[config.mk]
export PLATFORM = sky130hd
export DESIGN_NAME = bcr_tx
export DESIGN_NICKNAME = d
export VERILOG_FILES = /design/src/rtl/bcr_pkg.sv /design/src/rtl/bcr_idle_run.sv /design/src/rtl/bcr_retry_ctr.sv /design/src/rtl/bcr_tx.sv
export SDC_FILE = /design/constraint.sdc
export NUM_CORES = 1
export LEC_CHECK = 0
export BUFFER_PORTS_ARGS = -buffer_cell sky130_fd_sc_hd__clkbuf_2
export CORE_MARGIN = 2
export CORE_UTILIZATION = 30
export CTS_CLUSTER_SIZE = 16
export DETAILED_ROUTE_END_ITERATION = 7
export SYNTH_ARGS = -nofsm -noshare
export SYNTH_HDL_FRONTEND = slang
export SYNTH_SLANG_ARGS = --single-unit
[constraint.sdc]
create_clock -name clk -period 1.1 [get_ports clk]
set_input_delay 0.165 -clock clk [delete_from_list [all_inputs] [get_ports clk]]
set_output_delay 0.165 -clock clk [all_outputs]
set_load 0.01 [all_outputs]
[src/rtl/bcr_pkg.sv]
package bcr_pkg;
  typedef enum logic [1:0] {
    ST_IDLE = 2'd0,
    ST_WAIT = 2'd1,
    ST_SEND = 2'd2
  } bcr_state_e;
endpackage

[src/rtl/bcr_idle_run.sv]
// Counts consecutive sensed ones on the shared line, saturating at the need.
module bcr_idle_run #(
  parameter int RUN_W = 5
) (
  input  logic             clk,
  input  logic             rst_n,
  input  logic             clr,
  input  logic             cxd,
  input  logic [RUN_W-1:0] need,
  output logic             ready
);
  logic [RUN_W-1:0] run_q, run_d;

  always_comb begin
    if (clr || !cxd)      run_d = '0;
    else if (run_q >= need) run_d = run_q;
    else                  run_d = run_q + 1'b1;
  end

  always_ff @(posedge clk or negedge rst_n) begin
    if (!rst_n) run_q <= '0;
    else        run_q <= run_d;
  end

  // The edge that samples this one completes the run.
  assign ready = cxd && !clr && (run_q >= need - 1'b1);
endmodule

[src/rtl/bcr_retry_ctr.sv]
// Counts collision retries of the current frame.
module bcr_retry_ctr #(
  parameter int MAX_RETRY = 3
) (
  input  logic clk,
  input  logic rst_n,
  input  logic clr,
  input  logic inc,
  output logic spent
);
  localparam int CNT_W = $clog2(MAX_RETRY + 1);
  logic [CNT_W-1:0] cnt_q, cnt_d;

  always_comb begin
    if (clr)      cnt_d = '0;
    else if (inc) cnt_d = cnt_q + 1'b1;
    else          cnt_d = cnt_q;
  end

  always_ff @(posedge clk or negedge rst_n) begin
    if (!rst_n) cnt_q <= '0;
    else        cnt_q <= cnt_d;
  end

  assign spent = (cnt_q == CNT_W'(MAX_RETRY));
endmodule

[src/rtl/bcr_tx.sv]
module bcr_tx
  import bcr_pkg::*;
#(
  parameter int LEN_W     = 6,
  parameter int PRIO_W    = 3,
  parameter int MAX_RETRY = 3
) (
  input  logic              clk,
  input  logic              rst_n,
  input  logic              tx_req,
  input  logic [LEN_W-1:0]  frm_len,
  input  logic [PRIO_W-1:0] prio,
  output logic [LEN_W-1:0]  byte_idx,
  input  logic [7:0]        byte_data,
  input  logic              cts,
  input  logic              cxd,
  output logic              txd,
  output logic              done_o,
  output logic              coll_o,
  output logic              abort_o,
  output logic              err_o
);
  localparam int BP_W  = LEN_W + 3;
  localparam int RUN_W = $clog2(8 + (1 << PRIO_W)) + 1;

  // Reset: asserted at once, released on a clock edge.
  logic [1:0] rsync_q;
  logic       rst_i_n;
  always_ff @(posedge clk or negedge rst_n) begin
    if (!rst_n) rsync_q <= 2'b00;
    else        rsync_q <= {rsync_q[0], 1'b1};
  end
  assign rst_i_n = rsync_q[1];

  bcr_state_e        st_q, st_d;
  logic [BP_W-1:0]   fptr_q, fptr_d;
  logic [LEN_W-1:0]  len_q, len_d;
  logic [PRIO_W-1:0] prio_q, prio_d;
  logic              txd_q, txd_d;
  logic              done_q, done_d, coll_q, coll_d;
  logic              abort_q, abort_d, err_q, err_d;
  logic              run_clr, run_ready, ret_clr, ret_inc, ret_spent;
  logic [RUN_W-1:0]  need;
  logic [BP_W-1:0]   total_bits;
  logic              cur_bit;
  logic              sending;

  assign need       = RUN_W'(8) + RUN_W'(prio_q);
  assign total_bits = {len_q, 3'b000};
  assign byte_idx   = fptr_q[BP_W-1:3];
  assign cur_bit    = byte_data[fptr_q[2:0]];
  assign sending    = (st_q == ST_SEND);

  bcr_idle_run #(.RUN_W(RUN_W)) u_run (
    .clk(clk), .rst_n(rst_i_n), .clr(run_clr), .cxd(cxd),
    .need(need), .ready(run_ready)
  );

  bcr_retry_ctr #(.MAX_RETRY(MAX_RETRY)) u_retry (
    .clk(clk), .rst_n(rst_i_n), .clr(ret_clr), .inc(ret_inc),
    .spent(ret_spent)
  );

  always_comb begin
    st_d    = st_q;
    fptr_d  = fptr_q;
    len_d   = len_q;
    prio_d  = prio_q;
    txd_d   = 1'b1;
    done_d  = 1'b0;
    coll_d  = 1'b0;
    abort_d = 1'b0;
    err_d   = 1'b0;
    run_clr = 1'b0;
    ret_clr = 1'b0;
    ret_inc = 1'b0;
    unique case (st_q)
      ST_IDLE: begin
        if (tx_req) begin
          st_d    = ST_WAIT;
          len_d   = frm_len;
          prio_d  = prio;
          fptr_d  = '0;
          run_clr = 1'b1;
          ret_clr = 1'b1;
        end
      end
      ST_WAIT: begin
        if (cts && run_ready) begin
          st_d   = ST_SEND;
          txd_d  = cur_bit;
          fptr_d = fptr_q + 1'b1;
        end
      end
      ST_SEND: begin
        if (!cts) begin
          abort_d = 1'b1;
          st_d    = ST_WAIT;
          fptr_d  = '0;
          run_clr = 1'b1;
        end else if (txd_q != cxd) begin
          coll_d = 1'b1;
          fptr_d = '0;
          if (ret_spent) begin
            err_d = 1'b1;
            st_d  = ST_IDLE;
          end else begin
            ret_inc = 1'b1;
            run_clr = 1'b1;
            st_d    = ST_WAIT;
          end
        end else if (fptr_q == total_bits) begin
          done_d = 1'b1;
          fptr_d = '0;
          st_d   = ST_IDLE;
        end else begin
          txd_d  = cur_bit;
          fptr_d = fptr_q + 1'b1;
        end
      end
      default: st_d = ST_IDLE;
    endcase
  end

  always_ff @(posedge clk or negedge rst_i_n) begin
    if (!rst_i_n) begin
      st_q    <= ST_IDLE;
      fptr_q  <= '0;
      len_q   <= '0;
      prio_q  <= '0;
      txd_q   <= 1'b1;
      done_q  <= 1'b0;
      coll_q  <= 1'b0;
      abort_q <= 1'b0;
      err_q   <= 1'b0;
    end else begin
      st_q    <= st_d;
      fptr_q  <= fptr_d;
      len_q   <= len_d;
      prio_q  <= prio_d;
      txd_q   <= txd_d;
      done_q  <= done_d;
      coll_q  <= coll_d;
      abort_q <= abort_d;
      err_q   <= err_d;
    end
  end

  assign txd     = txd_q;
  assign done_o  = done_q;
  assign coll_o  = coll_q;
  assign abort_o = abort_q;
  assign err_o   = err_q;
endmodule

==> flow_summary.yaml <==
outcome:
  status: "complete, but fails checks"
  violations: "negative setup slack"
logic_synthesis:
  ys_types: 45
  synthFlopType: "dfrtp_1"
  ys_seq_area_share_pct: 40.1
  synth-seq-cells: 34
  synth_warnings: 0
  synth_edf_count: 0
  syn-instance-count: 204
  synth_nets: 242
  netlist_area_mm2: 0.00213
  synth.avg_cell_area_um2: 10.4
  async_reset_ff_share_pct: 100
critical_path:
  r2r_start: "prio_q[1]"
  crit_chain: "inv_2, ha_4, xnor2_2, ha_1, o21a_1, nor3_1, or4_4, a221oi_4, mux2_4"
  path_depth: 9
  critPathLaunchType: "register"
  rrSetupSlack_ps: -1340
  critPathMaxStageDelay_ps: 530
  worstSetupEndpoint: "st_q[0]"
  end_kind: "register"
  setup.worst_path.start: "prio_q[1]"
  critPathArrivalTime_ps: 2630
  setup.worst_path.class: "reg2reg"
  cpMaxStageDelayCell: "or4_4"
  ff2ff_path_depth: 9
  path_delay_family: "simple AND/OR/NAND/NOR gates"
  critPathBufInv: 1
  worstReg2RegEnd: "st_q[0]"
  crit_path_max_fanout: 4
  required_ps: 1290
sta:
  fin_crit_ps: 2440
  setup_viol: 37
  setup_ws_ps: -1340
  hold_viol_final: 0
  drv_slew: 0
  skew_ps: 9.96
  post-route-period-util_pct: 222
  rsz0062_at_grt: "yes"
  fmax_ghz: 0.410
global_route:
  grt_pass1_vias: 1942
  antenna_found_initial: 0
  grt_pass1_wl_um: 8930
  grt_max_degree: 33
  grt_usage_pct: 14.7
  gr-total-overflow: 0
placement:
  dp_hpwl_um: 3830
  portBuffers: 32
  routabilityCongestion: 0.792
  dp.cells: 382
cts:
  numCtsBuffers: 5
  htree_levels: 2
  cts_root_buf: "clkbuf_8"
  clockBufferDepth: 2
  clock-sinks: 34
  path_clk_slew_ps: 80
  clk_latency_ps: 290
  cts_tree: "done"
pwr:
  switching_share_pct: 34.3
  p_switching_uw: 2380
  seqPwrFrac_pct: 24.9
  power_frac_clock_pct: 20.3
  power_uw: 6930
  power_density_mw_per_mm2: 2020
  p_int_uw: 4550
  ir_drop_uv: 863
  p_leak_uw: 0.00157
  combPwrFrac_pct: 54.8
floorplan:
  io_pins: 33
  die_area_mm2: 0.00778
  core_area_mm2: 0.00683
  fp.dieW_um: 88.2
  start_util_pct: 31.1
  rows: 30
  die_h_um: 88.2
finish:
  final_cell_mix: "47 x buf_4, 33 x dfrtp_1, 26 x clkbuf_2"
  final_layout_size_suffix_gt1_share_pct: 54.5
  final_util_pct: 50.2
  fill_cells: 633
  antenna_cells: 0
  final_common_cell: "buf_4"
  layoutNonFillerInstCount: 399
  syn_to_final_growth_pct: 61.3
  final_nets: 340
route:
  drt_iter0_drc: 45
  vias: 1867
  drc: 0
  via_per_inst: 4.68
  wl_per_cell_um: 13.7
  postRouteAntennaNets: 0
  wirelength_um: 5460
  drt-pass1-iter-count: 4
job:
  maxCapViolations: 0
hold_path:
  min_path_type: "in2reg"
[worst min-delay path by stage]
stage / start / endpoint / slack, ps / cells after the start
global route: frm_len[5] / len_q[5] / 90 / 2
detailed placement: rst_n / rsync_q[0] / -50 / 1
CTS: frm_len[5] / len_q[5] / 90 / 2
global placement: rst_n / rsync_q[0] / -50 / 1
floorplan: rst_n / rsync_q[0] / -130 / 0
finish: frm_len[5] / len_q[5] / 100 / 2
[per-layer routing]
metal / wire (um) / vias up / track usage, % / part of all wire [%]
met5: 0 / - / 0 / 0
met4: 97 / 0 / 4.96 / 1.8
met3: 205 / 11 / 2.92 / 3.8
met2: 2770 / 36 / 25.0 / 51
met1: 2390 / 892 / 18.8 / 44
li1: - / 928 / - / -
[power groups by stage]
stage / Clock, uW / Combinational [uW] / Sequential [uW]
after floorplan: 0 / 1940 / 1720
after global placement: 0 / 2890 / 1730
after detailed placement: 0 / 2930 / 1730
after CTS: 1430 / 3380 / 1720
after global routing: 1510 / 4100 / 1760
final: 1410 / 3800 / 1730
[metrics by stage]
| stage | area (um2) | hold slack [ps] | setup slack, ps | setup TNS, ps |
|---|---|---|---|---|
| 2_1_floorplan | 2250 | -131 | -1200 | -17340 |
| 3_3_place_gp | 2930 | -49.1 | -1250 | -20950 |
| 3_5_place_dp | 2930 | -47.0 | -1310 | -21810 |
| 4_1_cts | 3270 | 94.4 | -1310 | -20930 |
| 5_1_grt | 3430 | 87.9 | -1440 | -24030 |
| 6_report | 3430 | 98.1 | -1340 | -21450 |
[layout make-up]
class	instances	area (um2)	area share (%)
clock inverters	3	68.8	2.01
inverters	19	71.3	2.08
repair buffers	101	842	24.6
flip-flops and latches	34	852	24.8
multi-input cells	141	1410	41.0
well taps	96	120	3.50
clock buffers	5	68.8	2.01
[cell families after synthesis]
kind of cell	synth area share, %
buffers and inverters	6.59
adder cells (fa/ha/maj)	9.42
flip-flops	40.1
AO/OA/AOI/OAI	13.8
XOR/XNOR	5.83
AND/OR/NAND/NOR	15.3
multiplexers	8.83
other	0.176
[flip-flops by register name (all words and copies together) (netlist names), 2 cells and up]
name	cells
fptr_q	9
rsync_q	2
u_retry.cnt_q	2
u_run.run_q	5
prio_q	3
len_q	6
st_q	2
[cells in the mapped netlist, drive strengths merged (2+ instances only)]
cell | instances | area [um2]
a21oi | 8 | 40.0
a221oi | 9 | 121
and3 | 2 | 12.5
buf | 8 | 61.3
clkbuf | 2 | 7.51
dfrtp | 33 | 826
ha | 16 | 200
inv | 19 | 71.3
mux2 | 10 | 113
mux2i | 3 | 30.0
mux4 | 2 | 45.0
nand2 | 15 | 56.3
nand2b | 2 | 12.5
nand3 | 12 | 60.1
nand4 | 2 | 12.5
nor2 | 9 | 33.8
nor3 | 10 | 50.1
nor4 | 3 | 33.8
o211ai | 2 | 15.0
o21a | 2 | 15.0
o21ai | 2 | 10.0
o22ai | 7 | 43.8
or4 | 2 | 18.8
xnor2 | 4 | 53.8
xor2 | 8 | 70.1
[repair_timing]
item / 4_1_cts / 5_1_grt
pin swaps: 10 / 10
endpoints found under the hold margin: 2 / 0
resized for setup: 30 / 38
cloned: 1 / 0
hold buffers: 1 / 0
setup buffers: 8 / 8
endpoints found under the setup margin: 39 / 39
(Power assumes the default switching activity.)
